File: src/rtl/wrf_pkg.sv
package wrf_pkg;
  typedef enum logic [1:0] {
    ST_IDLE  = 2'd0,
    ST_ARMED = 2'd1,
    ST_FRAME = 2'd2
  } wrf_state_e;
endpackage

File: src/rtl/wrf_in_stage.sv
module wrf_in_stage #(
  parameter int DATA_W = 32
) (
  input  logic              clk_i,
  input  logic              rst_ni,
  input  logic              framed_i,
  input  logic [DATA_W-1:0] data_i,
  input  logic              dvalid_ni,
  input  logic              sync_ni,
  output logic              framed_o,
  output logic [DATA_W-1:0] data_o,
  output logic              dv_o,
  output logic              sync_o
);
  // single capture register on the transmitter clock; polarity normalised here
  always_ff @(posedge clk_i or negedge rst_ni) begin
    if (!rst_ni) begin
      framed_o <= 1'b0;
      data_o   <= '0;
      dv_o     <= 1'b0;
      sync_o   <= 1'b0;
    end else begin
      framed_o <= framed_i;
      data_o   <= data_i;
      dv_o     <= ~dvalid_ni;
      sync_o   <= ~sync_ni;
    end
  end
endmodule

File: src/rtl/wrf_sat_cnt.sv
module wrf_sat_cnt #(
  parameter int W = 8
) (
  input  logic         clk_i,
  input  logic         rst_ni,
  input  logic         inc_i,
  output logic [W-1:0] q_o
);
  localparam logic [W-1:0] MAX = '1;

  always_ff @(posedge clk_i or negedge rst_ni) begin
    if (!rst_ni)                  q_o <= '0;
    else if (inc_i && q_o != MAX) q_o <= q_o + 1'b1;
  end

  a_r8_single_step: assert property (@(posedge clk_i) disable iff (!rst_ni)
    (q_o != $past(q_o)) |-> (q_o == $past(q_o) + 1'b1));
  a_r8_hold_at_max: assert property (@(posedge clk_i) disable iff (!rst_ni)
    ($past(q_o) == MAX) |-> (q_o == MAX));
endmodule

File: src/rtl/wrf_ctrl.sv
module wrf_ctrl
  import wrf_pkg::*;
#(
  parameter int DATA_W = 32,
  parameter int CNT_W  = 16
) (
  input  logic              clk_i,
  input  logic              rst_ni,
  input  logic              framed_i,
  input  logic [DATA_W-1:0] data_i,
  input  logic              dv_i,
  input  logic              sync_i,
  output logic              drop_inc_o,
  output logic              out_valid_o,
  output logic [DATA_W-1:0] out_data_o,
  output logic              out_sof_o,
  output logic [CNT_W-1:0]  out_idx_o,
  output logic              frame_done_o,
  output logic [CNT_W-1:0]  frame_size_o
);
  localparam logic [CNT_W-1:0] CNT_MAX = '1;

  wrf_state_e        state_q, state_d;
  logic [CNT_W-1:0]  cnt_q, cnt_d;
  logic              accept, sof, end_frame;

  always_comb begin
    state_d    = state_q;
    cnt_d      = cnt_q;
    accept     = 1'b0;
    sof        = 1'b0;
    end_frame  = 1'b0;
    drop_inc_o = 1'b0;
    if (!framed_i) begin
      state_d = ST_IDLE;
      if (dv_i)                accept    = 1'b1;
      else if (cnt_q != '0)    end_frame = 1'b1;
    end else begin
      unique case (state_q)
        ST_IDLE: begin
          cnt_d = '0;
          if (sync_i)    state_d    = ST_ARMED;
          else if (dv_i) drop_inc_o = 1'b1;
        end
        ST_ARMED: begin
          cnt_d = '0;
          if (!sync_i && dv_i) begin
            accept  = 1'b1;
            sof     = 1'b1;
            state_d = ST_FRAME;
          end
        end
        ST_FRAME: begin
          if (sync_i) begin
            end_frame = 1'b1;
            state_d   = ST_ARMED;
          end else if (!dv_i) begin
            end_frame = 1'b1;
            state_d   = ST_IDLE;
          end else begin
            accept = 1'b1;
          end
        end
        default: state_d = ST_IDLE;
      endcase
    end
    if (accept)    cnt_d = (cnt_q == CNT_MAX) ? cnt_q : cnt_q + 1'b1;
    if (end_frame) cnt_d = '0;
  end

  always_ff @(posedge clk_i or negedge rst_ni) begin
    if (!rst_ni) begin
      state_q      <= ST_IDLE;
      cnt_q        <= '0;
      out_valid_o  <= 1'b0;
      out_data_o   <= '0;
      out_sof_o    <= 1'b0;
      out_idx_o    <= '0;
      frame_done_o <= 1'b0;
      frame_size_o <= '0;
    end else begin
      state_q      <= state_d;
      cnt_q        <= cnt_d;
      out_valid_o  <= accept;
      out_sof_o    <= sof;
      frame_done_o <= end_frame;
      if (accept)    out_data_o   <= data_i;
      if (accept)    out_idx_o    <= cnt_q;
      if (end_frame) frame_size_o <= cnt_q;
    end
  end

  a_r6_done_single: assert property (@(posedge clk_i) disable iff (!rst_ni)
    frame_done_o |=> !frame_done_o);
  a_r6_done_no_word: assert property (@(posedge clk_i) disable iff (!rst_ni)
    frame_done_o |-> !out_valid_o);
  a_r4_sof_index_zero: assert property (@(posedge clk_i) disable iff (!rst_ni)
    (out_valid_o && out_sof_o) |-> (out_idx_o == '0));
  a_r5_index_step: assert property (@(posedge clk_i) disable iff (!rst_ni)
    (out_valid_o && !out_sof_o && $past(out_valid_o) && $past(out_idx_o) != CNT_MAX)
      |-> (out_idx_o == $past(out_idx_o) + 1'b1));
  a_r2_no_sof_unframed: assert property (@(posedge clk_i) disable iff (!rst_ni)
    (!$past(framed_i) && out_valid_o) |-> !out_sof_o);
endmodule

File: src/rtl/fp_word_rx_sync.sv
module fp_word_rx_sync #(
  parameter int DATA_W = 32,
  parameter int CNT_W  = 16,
  parameter int DROP_W = 8
) (
  input  logic              clk_i,
  input  logic              rst_ni,
  input  logic              framed_i,
  input  logic [DATA_W-1:0] data_i,
  input  logic              dvalid_ni,
  input  logic              sync_ni,
  output logic              out_valid_o,
  output logic [DATA_W-1:0] out_data_o,
  output logic              out_sof_o,
  output logic [CNT_W-1:0]  out_idx_o,
  output logic              frame_done_o,
  output logic [CNT_W-1:0]  frame_size_o,
  output logic [DROP_W-1:0] drop_cnt_o
);
  logic              framed_q, dv_q, sync_q, drop_inc;
  logic [DATA_W-1:0] data_q;

  wrf_in_stage #(.DATA_W(DATA_W)) u_in (
    .clk_i    (clk_i),
    .rst_ni   (rst_ni),
    .framed_i (framed_i),
    .data_i   (data_i),
    .dvalid_ni(dvalid_ni),
    .sync_ni  (sync_ni),
    .framed_o (framed_q),
    .data_o   (data_q),
    .dv_o     (dv_q),
    .sync_o   (sync_q)
  );

  wrf_ctrl #(.DATA_W(DATA_W), .CNT_W(CNT_W)) u_ctrl (
    .clk_i       (clk_i),
    .rst_ni      (rst_ni),
    .framed_i    (framed_q),
    .data_i      (data_q),
    .dv_i        (dv_q),
    .sync_i      (sync_q),
    .drop_inc_o  (drop_inc),
    .out_valid_o (out_valid_o),
    .out_data_o  (out_data_o),
    .out_sof_o   (out_sof_o),
    .out_idx_o   (out_idx_o),
    .frame_done_o(frame_done_o),
    .frame_size_o(frame_size_o)
  );

  wrf_sat_cnt #(.W(DROP_W)) u_drop (
    .clk_i (clk_i),
    .rst_ni(rst_ni),
    .inc_i (drop_inc),
    .q_o   (drop_cnt_o)
  );
endmodule

File: config.mk
export PLATFORM = sky130hd
export DESIGN_NAME = fp_word_rx_sync
export DESIGN_NICKNAME = d
export VERILOG_FILES = /design/src/rtl/wrf_pkg.sv /design/src/rtl/wrf_in_stage.sv /design/src/rtl/wrf_sat_cnt.sv /design/src/rtl/wrf_ctrl.sv /design/src/rtl/fp_word_rx_sync.sv
export SDC_FILE = /design/constraint.sdc
export NUM_CORES = 1
export LEC_CHECK = 0
export ABC_CLOCK_PERIOD_IN_PS = 3600
export BUFFER_PORTS_ARGS = -buffer_cell sky130_fd_sc_hd__buf_4
export CAP_MARGIN = 40
export CORE_ASPECT_RATIO = 0.75
export CORE_MARGIN = 4
export CORE_UTILIZATION = 45
export CTS_BUF_LIST = sky130_fd_sc_hd__clkbuf_8
export DETAILED_ROUTE_END_ITERATION = 8
export PLACE_DENSITY = 0.68
export SYNTH_ARGS = -nofsm -noshare
export SYNTH_HDL_FRONTEND = slang
export SYNTH_SLANG_ARGS = --single-unit
File: constraint.sdc
create_clock -name clk_i -period 3.6 [get_ports clk_i]
set_input_delay 0.18 -clock clk_i [delete_from_list [all_inputs] [get_ports clk_i]]
set_output_delay 0.18 -clock clk_i [all_outputs]
set_load 0.02 [all_outputs]
After elaboration in Yosys (flattened, before gate mapping)
Cells that the tools add are included.
{ "totals": {"input_bits": 37, "register_bits": 128} }
{ "op_classes": {"n_bitwise": 2, "n_eq_ne": 8, "addsub": 2, "n_reduce_logical": 10, "n_mux": 26} }
{ "ops": {"columns": ["operator", "count"], "rows": [
  ["16-bit 2-to-1 mux", 5],
  ["16-bit by 1-bit adder with 16-bit output, second input constant", 1],
  ["16-bit == test, second input constant", 1],
  ["16-bit nonzero test", 1],
  ["1-bit 2-to-1 mux", 14],
  ["2-bit 2-to-1 mux", 5],
  ["8-bit by 1-bit adder with 8-bit output, second input constant", 1],
  ["8-bit != test, second input constant", 1],
  ["3-bit != test, second input constant", 2],
  ["2-bit one-hot mux with 3 select lines", 1],
  ["3-bit AND reduction", 2],
  ["3-bit nonzero test", 2],
  ["4-bit != test, second input constant", 1],
  ["3-bit by 2-bit != test with 1-bit output, second input constant", 1],
  ["2-bit by 1-bit == test with 1-bit output, second input constant", 1],
  ["2-bit == test, second input constant", 1],
  ["1-bit logical AND", 2],
  ["2-bit logical NOT", 1],
  ["1-bit inverter", 2],
  ["1-bit one-hot mux with 2 select lines", 1],
  ["2-bit OR reduction", 1],
  ["1-bit logical NOT", 1]
]} }

Logic depth before layout (Yosys ltp)
Gate-level depths: netlist of run 1.
{ "depth": {"depth_word": 7, "mapped_depth": 9, "mapped_depth_nobuf": 7} }

By module
A second synthesis of run 1 with hierarchy kept.
{ "hier_totals": {"cells_unflattened": 463, "area_unflattened_um2": 4979.8} }
{ "modules_own_cells": {"columns": ["mod", "instances", "cells_each", "area_per_inst_um2"], "rows": [
  ["wrf_ctrl", 1, 392, 3688.5],
  ["wrf_in_stage", 1, 37, 883.3],
  ["wrf_sat_cnt", 1, 34, 407.9]
]} }

Worst setup path after synthesis of run 1
OpenSTA, ideal clock, no wires.
{ "synth_timing": {"path_kind": "flip-flop to flip-flop", "startpoint": "register u_ctrl.state_q[0]", "endpoint": "register u_ctrl.cnt_q[11]", "required_time_ps": 3476, "period_less_slack_ps": 2169, "path_slack_ps": 1431, "t_arrival_ps": 2045, "stages_incl_launch_ff": 10, "path_cell_list": "dfrtp_1 inv_1 ha_1 o21ai_0 o22ai_1 o41ai_4 and2_1 buf_4 buf_6 a211o_1"} }
{ "synth_between": {"elab_chain_len": 5, "word_cells_on_any_way": 14, "classes_between": "3 x eq/ne; 6 x mux; 5 x reduce/logical"} }
{ "synth_rtl": {"columns": ["element", "line", "source"], "rows": [
  ["from (decl)", "wrf_ctrl.sv:23", "wrf_state_e state_q, state_d;"],
  ["from (signal assigned)", "wrf_ctrl.sv:82", "state_q <= state_d;"],
  ["2-bit == test or 2-bit by 1-bit == test with 1-bit output (tied branches)", "wrf_ctrl.sv:39", "unique case (state_q)"],
  ["1-bit one-hot mux with 2 select lines or 1-bit 2-to-1 mux (tied branches)", "wrf_ctrl.sv:39", null],
  ["1-bit 2-to-1 mux", "wrf_ctrl.sv:34", "if (!framed_i) begin"],
  ["3-bit != test (no source line) (tied with other cells)", null, null],
  ["3-bit AND reduction (no source line) or 16-bit 2-to-1 mux (tied branches)", null, null],
  ["to (signal assigned)", "wrf_ctrl.sv:83", "cnt_q <= cnt_d;"],
  ["to (decl)", "wrf_ctrl.sv:24", "logic [CNT_W-1:0] cnt_q, cnt_d;"]
]} }
Several ways; a longest one is shown, not always the timed one.
A chain may end at the register's enable or synchronous reset.

Final worst setup path of run 1
Ends and elaborated chain as after synthesis.

==> results of run 1 <==
cells in the mapped netlist, types with 2 or more instances:
| master | count |
|---|---|
| buf_2 | 6 |
| nand3_1 | 7 |
| a21oi_1 | 5 |
| o21ai_0 | 8 |
| clkbuf_1 | 8 |
| nor3_1 | 11 |
| mux2_2 | 62 |
| xor2_1 | 3 |
| dfrtp_1 | 128 |
| nand4_1 | 8 |
| nand2_1 | 15 |
| buf_4 | 2 |
| and3_1 | 12 |
| a21o_1 | 2 |
| nor2_1 | 5 |
| nor3b_1 | 4 |
| ha_1 | 8 |
| inv_1 | 9 |
| xnor2_1 | 5 |
| buf_6 | 2 |
| a211o_1 | 10 |
| nor4_1 | 2 |
layout make-up:
class | count | area, um2
clock buffers | 19 | 262
clock inverters | 12 | 135
fillers | 801 | 3820
inverters | 9 | 33.8
multi-input cells | 189 | 1590
flip-flops and latches | 128 | 3200
well taps | 136 | 170
repair buffers | 155 | 1270
routing by layer:
layer  vias up  part of all wire [%]  track usage (%)
met5         -                     0                0
met1      1607                    45             23.8
met2       100                    46             25.5
li1       1550                     -                -
met4         0                   1.4             6.54
met3        13                   7.5             7.15
state kept, by name (all words and copies together) (netlist names), 2 cells and up:
name,flops
u_ctrl.out_idx_o,16
u_ctrl.out_data_o,32
u_drop.q_o,8
u_ctrl.frame_size_o,16
u_ctrl.state_q,2
u_in.data_o,32
u_ctrl.cnt_q,16
logic make-up (layout without fill, tap and decap cells):
kind of cell | Yosys count | in the layout
DFF | 128 | 128
and+or+nand+nor | 74 | 74
muxes | 62 | 62
AOI/OAI and AO/OA | 37 | 37
buffers and inverters | 28 | 195
adders and majority gates | 8 | 8
xor gates and xnor gates | 8 | 8
power groups by stage:
stage / logic, mW / registers, mW / clock network (mW)
after floorplan: 0.398 / 1.98 / 0
after global placement: 0.987 / 1.81 / 0
after detailed placement: 1.02 / 1.81 / 0
after CTS: 1.05 / 1.79 / 1.24
after global routing: 1.12 / 1.82 / 1.31
final: 1.03 / 1.79 / 1.21
layout by cell type (no fill, tap or decap), drive strengths merged, types with 8 or more instances in the layout:
master and instances:
dfrtp 128, buf 119, mux2 62, dlygate4sd3 36, clkbuf 19, nand2 15
and3 12, nor3 11, a211o 10, inv 10, o21ai 9, nand4 9
ha 8
stage by stage:
stage                     utilization, %  worst slack [ns]  instances
final                               63.5              1.17        648
after global routing                63.5              1.01        648
after CTS                           63.5              1.19        648
after detailed placement            56.3              1.21        581
after global placement              56.1              1.31        580
after floorplan                        -              1.43        345
final timing paths:
path	start	slack, ns	to	cells after the start
setup / recovery	u_ctrl.state_q[0]$_DFFE_PN0P_	1.17	u_ctrl.cnt_q[11]$_DFFE_PN0P_	8
hold / removal	rst_ni	0.1	u_ctrl.frame_size_o[10]$_DFFE_PN0N_	2
setup reg to reg	u_ctrl.state_q[0]$_DFFE_PN0P_	1.17	u_ctrl.cnt_q[11]$_DFFE_PN0P_	8
hold reg to reg	u_in.data_o[26]$_DFF_PN0_	0.48	u_ctrl.out_data_o[26]$_DFFE_PN0P_	1
max in group asynchronous	rst_ni	2.54	u_in.data_o[2]$_DFF_PN0_	4
min in group clk_i	data_i[5]	0.40	u_in.data_o[5]$_DFF_PN0_	2
==> results.ini, run 1 <==
[global_route]
grt_max_degree = 68
grt_overflow = 0
grt_pass1_wl_um = 17400
grt_pass1_vias = 3523
antenna_found_initial = 0
grt_use_total_pct = 17.6

[logic_synthesis]
synth.avg_cell_area_um2 = 14.2
synth_edf_count = 0
synthMuxAreaShare_pct = 14.2
syn_inst = 345
yosysSeqAreaShare_pct = 65.2
synthFlopType = dfrtp_1
synth_top_family_by_area = multiplexers
synth-simple-area-share_pct = 8.48
async_flop_share_pct = 100
synth_top_cell_area_share_pct = 65.2
synth_compound_area_share_pct = 5.88
syn-num-nets = 390
synth_adder_area_share_pct = 2.04
syn_area_um2 = 4910
synthTopCellsByArea = dfrtp_1 (65%), mux2_2 (14%), ha_1 (2.0%)
synth_cell_types = 45
yosys_register_bits = 128
synth_warnings = 0
yosysTopAreaCell = dfrtp_1
synth_xor_area_share_pct = 1.43

[layout]
final_area_um2 = 6670
drive_gt1_share_pct = 42.6
antennaDiodeCount = 0
area.growth.synth_to_final_pct = 35.7
num-nets-final = 545

[place]
routabilityCongestion = 0.751
placed_area_um2 = 5910
dp_hpwl_um = 6830
port_buffers = 111

[power]
p_per_area_nw_per_um2 = 604
p_int_mw = 2.78
pwr-share-comb_pct = 25.7
p_total_mw = 4.03
power.net_switching_mw = 1.25
leakage_nw = 3.30
p_sw_share_pct = 31.0
clkPwrFrac_pct = 30.0
seq_power_share_pct = 44.3
peakVddDrop_uv = 299

[setup_path]
slowest_delay_ns = 0.40
cp.required_ns = 3.91
endpoint_kind = flip-flop
crit_family = compound AO/OA/AOI/OAI gates
cp-start-kind = flip-flop
slowest_stage = dfrtp_1
cp_num_buf_inv = 2
crit_fanout = 19
cp.arrival_ns = 2.74
path_cells = inv_1, ha_1, o21ai_0, o22ai_4, buf_4, o41a_1, and3_1, a211o_1
critPathKind = flip-flop to flip-flop

[floorplanning]
die_w_um = 129
die-area_um2 = 12700
num_rows = 32
fp.coreArea_um2 = 10500
start_util_pct = 46.8
die_y_um = 98.5
ios = 112

[cts]
postCtsSetupBuffers = 0
cts.hold.buffers_added = 36
root_buffer = clkbuf_8
cts_tree = yes
cts.sinks = 128
clockBufferDepth = 2
cts_buffers = 17
cts.clk_slew.worst_paths_ns = 0.07
cts_resized = 0
clk_latency_ns = 0.43
h-tree-depth = 4

[sta]
final_hold_viol_count = 0
rsz0062_at_grt = no
tns_ns = 0
slew_viol_final = 0
finClkSkew_ns = 0.00835
timing.fmax_mhz = 412
worst_hold_slack_ns = 0.0961
worst_pin_slew_ns = 0.676
min_period_ns = 2.43
finalCritPeriodShare_pct = 67.4
setup_viol = 0
slew_headroom_pct = 54.3

[outcome]
status = complete, no violations

[run]
maxCapViolations = 0

[routing]
via_per_inst = 5.05
routed_wl_um = 10300
vias = 3270
drc_errors = 0
drt-initial-drc-count = 185
ant_nets = 0
dr.pass1.iters = 4
wl_per_cell_um = 15.9

[min_path]
hold_class = primary input to async pin

Note: power is estimated with default switching activity, not from simulation.
==> inputs of run 2 (changes only) <==
ABC_AREA = 1   (was not set)
ABC_CLOCK_PERIOD_IN_PS = 2400   (was 3600)
clock period = 2.4 ns   (was 3.6 ns; I/O delays follow)
==> results.ini, run 2 <==
[logic_synthesis]
async_flop_share_pct = 100
syn_area_um2 = 5040
synth_edf_count = 0
synth_top_cell_area_share_pct = 63.6
synth_cell_types = 26
syn_inst = 526
syn-num-nets = 571
yosys_register_bits = 128
synthTopCellsByArea = dfrtp_1 (64%), nand2_1 (16%), nand3_1 (3.7%)
yosysTopAreaCell = dfrtp_1
yosysMostFrequentCell = nand2_1
synth_warnings = 0
yosys-top-cells-count = nand2_1 (219), dfrtp_1 (128), nand3_1 (37), inv_1 (30), nor2_1 (24)
synthFlopType = dfrtp_1
yosysSeqAreaShare_pct = 63.6
synth.avg_cell_area_um2 = 9.58

[routing]
drt-initial-drc-count = 338
wl_per_cell_um = 13.6
via_per_inst = 4.70
dr.pass1.iters = 5
drc_errors = 0
ant_nets = 0
routed_wl_um = 11300
vias = 3896

[place]
dp_hpwl_um = 7190
port_buffers = 111
place_inst = 761
routabilityCongestion = 0.822

[sta]
final_hold_viol_count = 0
timing.fmax_mhz = 534
finClkSkew_ns = 0.0116
tns_ns = 0
min_period_ns = 1.87
slew_viol_final = 0
worst_hold_slack_ns = 0.329
finalCritPeriodShare_pct = 78.0
setup_viol = 0
worst_pin_slew_ns = 0.670
slew_headroom_pct = 55.4
rsz0062_at_grt = no

[layout]
area.growth.synth_to_final_pct = 34.1
multi_input_area_um2 = 1600
fillers = 879
drive_gt1_share_pct = 23.4
reg.largest.list = u_ctrl.out_data_o x32, u_in.data_o x32
num-nets-final = 721
final_common_cell = nand2_1
fin_cells = 829
layout_common_cells = nand2_1 (218), dfrtp_1 (128), buf_4 (114)
fin_util_pct = 61.8
regArea_um2 = 3200
antennaDiodeCount = 0

[setup_path]
cp-start-kind = flip-flop
endpoint_kind = flip-flop
crit_fanout = 30
cp.arrival_ns = 2.24
critPathKind = flip-flop to flip-flop
cp.required_ns = 2.77
rrSetupSlack_ns = 0.53

[run]
maxCapViolations = 0

[cts]
postCtsSetupBuffers = 0
clk_latency_ns = 0.43
h-tree-depth = 4
root_buffer = clkbuf_8
cts.clk_slew.worst_paths_ns = 0.08
cts_tree = yes
cts.sinks = 128
clockBufferDepth = 2
cts_buffers = 17

[power]
p_per_area_nw_per_um2 = 862
peakVddDrop_uv = 597
p_total_mw = 5.82
leakage_nw = 3.57

[outcome]
status = complete, no violations

[global_route]
grt_pass1_wl_um = 18900
antenna_found_initial = 0
grt_max_degree = 129
grt_use_total_pct = 18.8
grt_overflow = 0
grt_pass1_vias = 3830

[floorplanning]
die_y_um = 99.6
num_rows = 33
die-area_um2 = 13000
ios = 112
start_util_pct = 46.0
fp.coreArea_um2 = 10900
die_w_um = 130

[min_path]
hold_class = primary input to flip-flop

run 2: changes by cell type after synthesis, moves of 4 or more:
cell      previous run  this run
nand2_1             15       219
mux2_2              62         0
nand3_1              7        37
inv_1                9        30
nor2_1               5        24
and3_1              12         0
xor2_1               3        14
a211o_1             10         0
o21ai_0              8        18
buf_2                6        14
nor3_1              11         3
clkbuf_1             8         3
nand4_1              8         3
nor3b_1              4         0
run 2: metrics by stage:
step | setup slack [ns] | instance area (um2)
6_report | 0.529 | 6760
2_1_floorplan | 0.821 | 5040
4_1_cts | 0.520 | 6760
3_5_place_dp | 0.540 | 6010
5_1_grt | 0.262 | 6760
3_3_place_gp | 0.566 | 6010
run 2: power breakdown:
part,total (mW),switching (mW),internal [mW]
clock,1.80,0.859,0.944
combinational,1.41,0.842,0.570
sequential,2.61,0.185,2.42
total,5.82,1.89,3.94
run 2: final timing paths:
kind / from / to / cells past startpoint
max: u_ctrl.cnt_q[0]$_DFFE_PN0P_ / u_ctrl.cnt_q[13]$_DFFE_PN0P_ / 11
max reg2reg: u_ctrl.cnt_q[0]$_DFFE_PN0P_ / u_ctrl.cnt_q[13]$_DFFE_PN0P_ / 11
min: data_i[17] / u_in.data_o[17]$_DFF_PN0_ / 2
max in group asynchronous: rst_ni / u_in.data_o[1]$_DFF_PN0_ / 3
min in group asynchronous: rst_ni / u_ctrl.frame_size_o[11]$_DFFE_PN0N_ / 3
min reg2reg: u_in.data_o[25]$_DFF_PN0_ / u_ctrl.out_data_o[25]$_DFFE_PN0P_ / 2
run 2: cells by family (layout without fill, tap and decap cells):
| group | after synthesis | after routing | synth area share, % |
|---|---|---|---|
| xor+xnor | 18 | 18 | 3.13 |
| buf+inv | 53 | 216 | 4.74 |
| simple gates | 294 | 294 | 23.7 |
| fa+ha+maj | 8 | 8 | 1.99 |
| compound gates | 25 | 25 | 2.83 |
| flops | 128 | 128 | 63.6 |
run 2: area by class of cell:
cell class                 instances  area share, %
sequential                       128           47.4
clock buffer                      18           3.67
clock inverter                    14           2.09
tap                              140           2.59
multi-input combinational        345           23.7
inverter                          31           1.72
timing repair buffer             153           18.9
run 2: per-layer routing:
layer  vias to the layer above  wire length (um)  global-route usage, %
met3                        14               939                   6.92
met2                       136              4960                   26.5
li1                       1931                 -                      -
met4                         0               134                   6.55
met1                      1815              5220                   26.8
met5                         -                 0                      0
run 2: repair_timing:
action	CTS	global route
gates resized for setup	0	0
hold endpoints to repair	163	0
hold buffers	36	0
run 2: critical path, stage by stage (launching register included):
cell	delay, ns
dfrtp_1	0.41
inv_1	0.12
ha_1	0.16
nand3_1	0.08
nor2_1	0.10
nand2_1	0.06
nand2_1	0.10
nand2_2	0.13
inv_2	0.24
buf_12	0.21
nand3_1	0.10
nand2_1	0.08
==> inputs of run 3 (changes only) <==
ABC_CLOCK_PERIOD_IN_PS = 1900   (was 2400)
clock period = 1.9 ns   (was 2.4 ns; I/O delays follow)
==> results.ini, run 3 (synthesis results as in run 2) <==
[floorplanning]
die-area_um2 = 13000
die_w_um = 130
ios = 112
die_y_um = 99.6
num_rows = 33
fp.coreArea_um2 = 10900
start_util_pct = 46.0

[setup_path]
rrSetupSlack_ns = 0.16
path_cells = ha_1, nand2_2, nor2_4, nand3_1, nor2_1, nand3_2, nand3_1, nand2_1
slowest_delay_ns = 0.43
cp.required_ns = 2.21
path_common_cell = nand3_1
cp.arrival_ns = 2.05
slowest_stage = dfrtp_1
critPathKind = flip-flop to flip-flop
cp_num_buf_inv = 0
crit_family = simple AND/OR/NAND/NOR gates
cp-start-kind = flip-flop
endpoint_kind = flip-flop
crit_fanout = 9

[cts]
cts.clk_slew.worst_paths_ns = 0.07
h-tree-depth = 4
clockBufferDepth = 2
root_buffer = clkbuf_8
cts.sinks = 128
clk_latency_ns = 0.42
cts_tree = yes
cts_buffers = 17

[outcome]
status = complete, no violations

[sta]
rsz0062_at_grt = no
finalCritPeriodShare_pct = 91.7
tns_ns = 0
worst_hold_slack_ns = 0.289
slew_viol_final = 0
slew_headroom_pct = 54.2
timing.fmax_mhz = 574
final_hold_viol_count = 0
finClkSkew_ns = 0.00935
worst_pin_slew_ns = 0.687
setup_viol = 0
min_period_ns = 1.74

[routing]
routed_wl_um = 11200
drt-initial-drc-count = 250
wl_per_cell_um = 13.4
ant_nets = 0
drc_errors = 0
vias = 3950
via_per_inst = 4.72
dr.pass1.iters = 4

[layout]
final_common_cell = nand2_1
reg.largest.list = u_ctrl.out_data_o x32, u_in.data_o x32
area.growth.synth_to_final_pct = 36.6
fillers = 892
regArea_um2 = 3200
fin_util_pct = 62.9
num-nets-final = 728
layout_common_cells = nand2_1 (218), dfrtp_1 (128), buf_4 (119)
antennaDiodeCount = 0
drive_gt1_share_pct = 24.3
multi_input_area_um2 = 1600

[power]
p_total_mw = 7.73
p_per_area_nw_per_um2 = 1120
peakVddDrop_uv = 732
leakage_nw = 3.64

[run]
maxCapViolations = 0

[global_route]
antenna_found_initial = 0
grt_pass1_wl_um = 18900
grt_pass1_vias = 3963
grt_overflow = 0
grt_use_total_pct = 18.5
grt_max_degree = 129

[place]
port_buffers = 111
dp_hpwl_um = 7240
routabilityCongestion = 0.844

[min_path]
hold_class = primary input to async pin

==> run 3: cell count changes in the layout (fill, tap and decap cells not counted) <==
cell        previous run  this run
buf_12                 3         5
buf_4                114       119
bufinv_16              2         4
clkinv_2               5         4
clkinvlp_4             4         3
inv_1                 29        28
inv_2                  2         3
==> run 3: where the power goes <==
part	internal [mW]	switching, mW	total, mW
Sequential	3.06	0.227	3.29
Combinational	0.809	1.11	1.92
Clock	1.46	1.06	2.53
Total	5.33	2.40	7.73
==> run 3: worst paths after layout <==
| kind | from | endpoint | cells after the start |
|---|---|---|---|
| setup / recovery | u_ctrl.cnt_q[0]$_DFFE_PN0P_ | u_ctrl.cnt_q[3]$_DFFE_PN0P_ | 8 |
| hold / removal | rst_ni | u_ctrl.frame_size_o[5]$_DFFE_PN0N_ | 3 |
| setup reg to reg | u_ctrl.cnt_q[0]$_DFFE_PN0P_ | u_ctrl.cnt_q[3]$_DFFE_PN0P_ | 8 |
| hold reg to reg | u_in.data_o[13]$_DFF_PN0_ | u_ctrl.out_data_o[13]$_DFFE_PN0P_ | 2 |
| max in group asynchronous | rst_ni | u_drop.q_o[2]$_DFFE_PN0P_ | 3 |
| min in group clk_i | data_i[16] | u_in.data_o[16]$_DFF_PN0_ | 2 |
==> run 3: layout make-up <==
cell class | count | share of cell area [%]
multi-input combinational | 345 | 23.2
timing repair buffer | 160 | 19.7
tap | 140 | 2.54
clock inverter | 14 | 2.74
clock buffer | 18 | 3.60
sequential | 128 | 46.5
inverter | 31 | 1.69
==> run 3: through the flow <==
stage / setup WS, ns / instances / cell area (um2)
2_1_floorplan: 0.321 / 526 / 5040
3_3_place_gp: 0.166 / 765 / 6050
3_5_place_dp: 0.0433 / 765 / 6050
4_1_cts: 0.0184 / 833 / 6850
5_1_grt: 0.00926 / 836 / 6880
6_report: 0.157 / 836 / 6880
==> run 3: worst min-delay path, stage by stage <==
cell and delay (ns):
dlygate4sd3_1 0.53, buf_4 0.12, buf_12 0.44
==> run 3: timing repair <==
action / in CTS / in global routing
hold endpoints to repair: 163 / 0
resized for setup: 0 / 1
setup endpoints to repair: 0 / 25
buffers inserted: 0 / 3
hold buffers: 36 / 0
==> run 3: layer usage <==
layer  vias to the layer above  routed length, um  track usage (%)
li1                       1943                  -                -
met1                      1876               5120             25.2
met2                       119               5100             28.4
met3                        12                848             5.64
met4                         0                124             5.91
met5                         -                  0                0
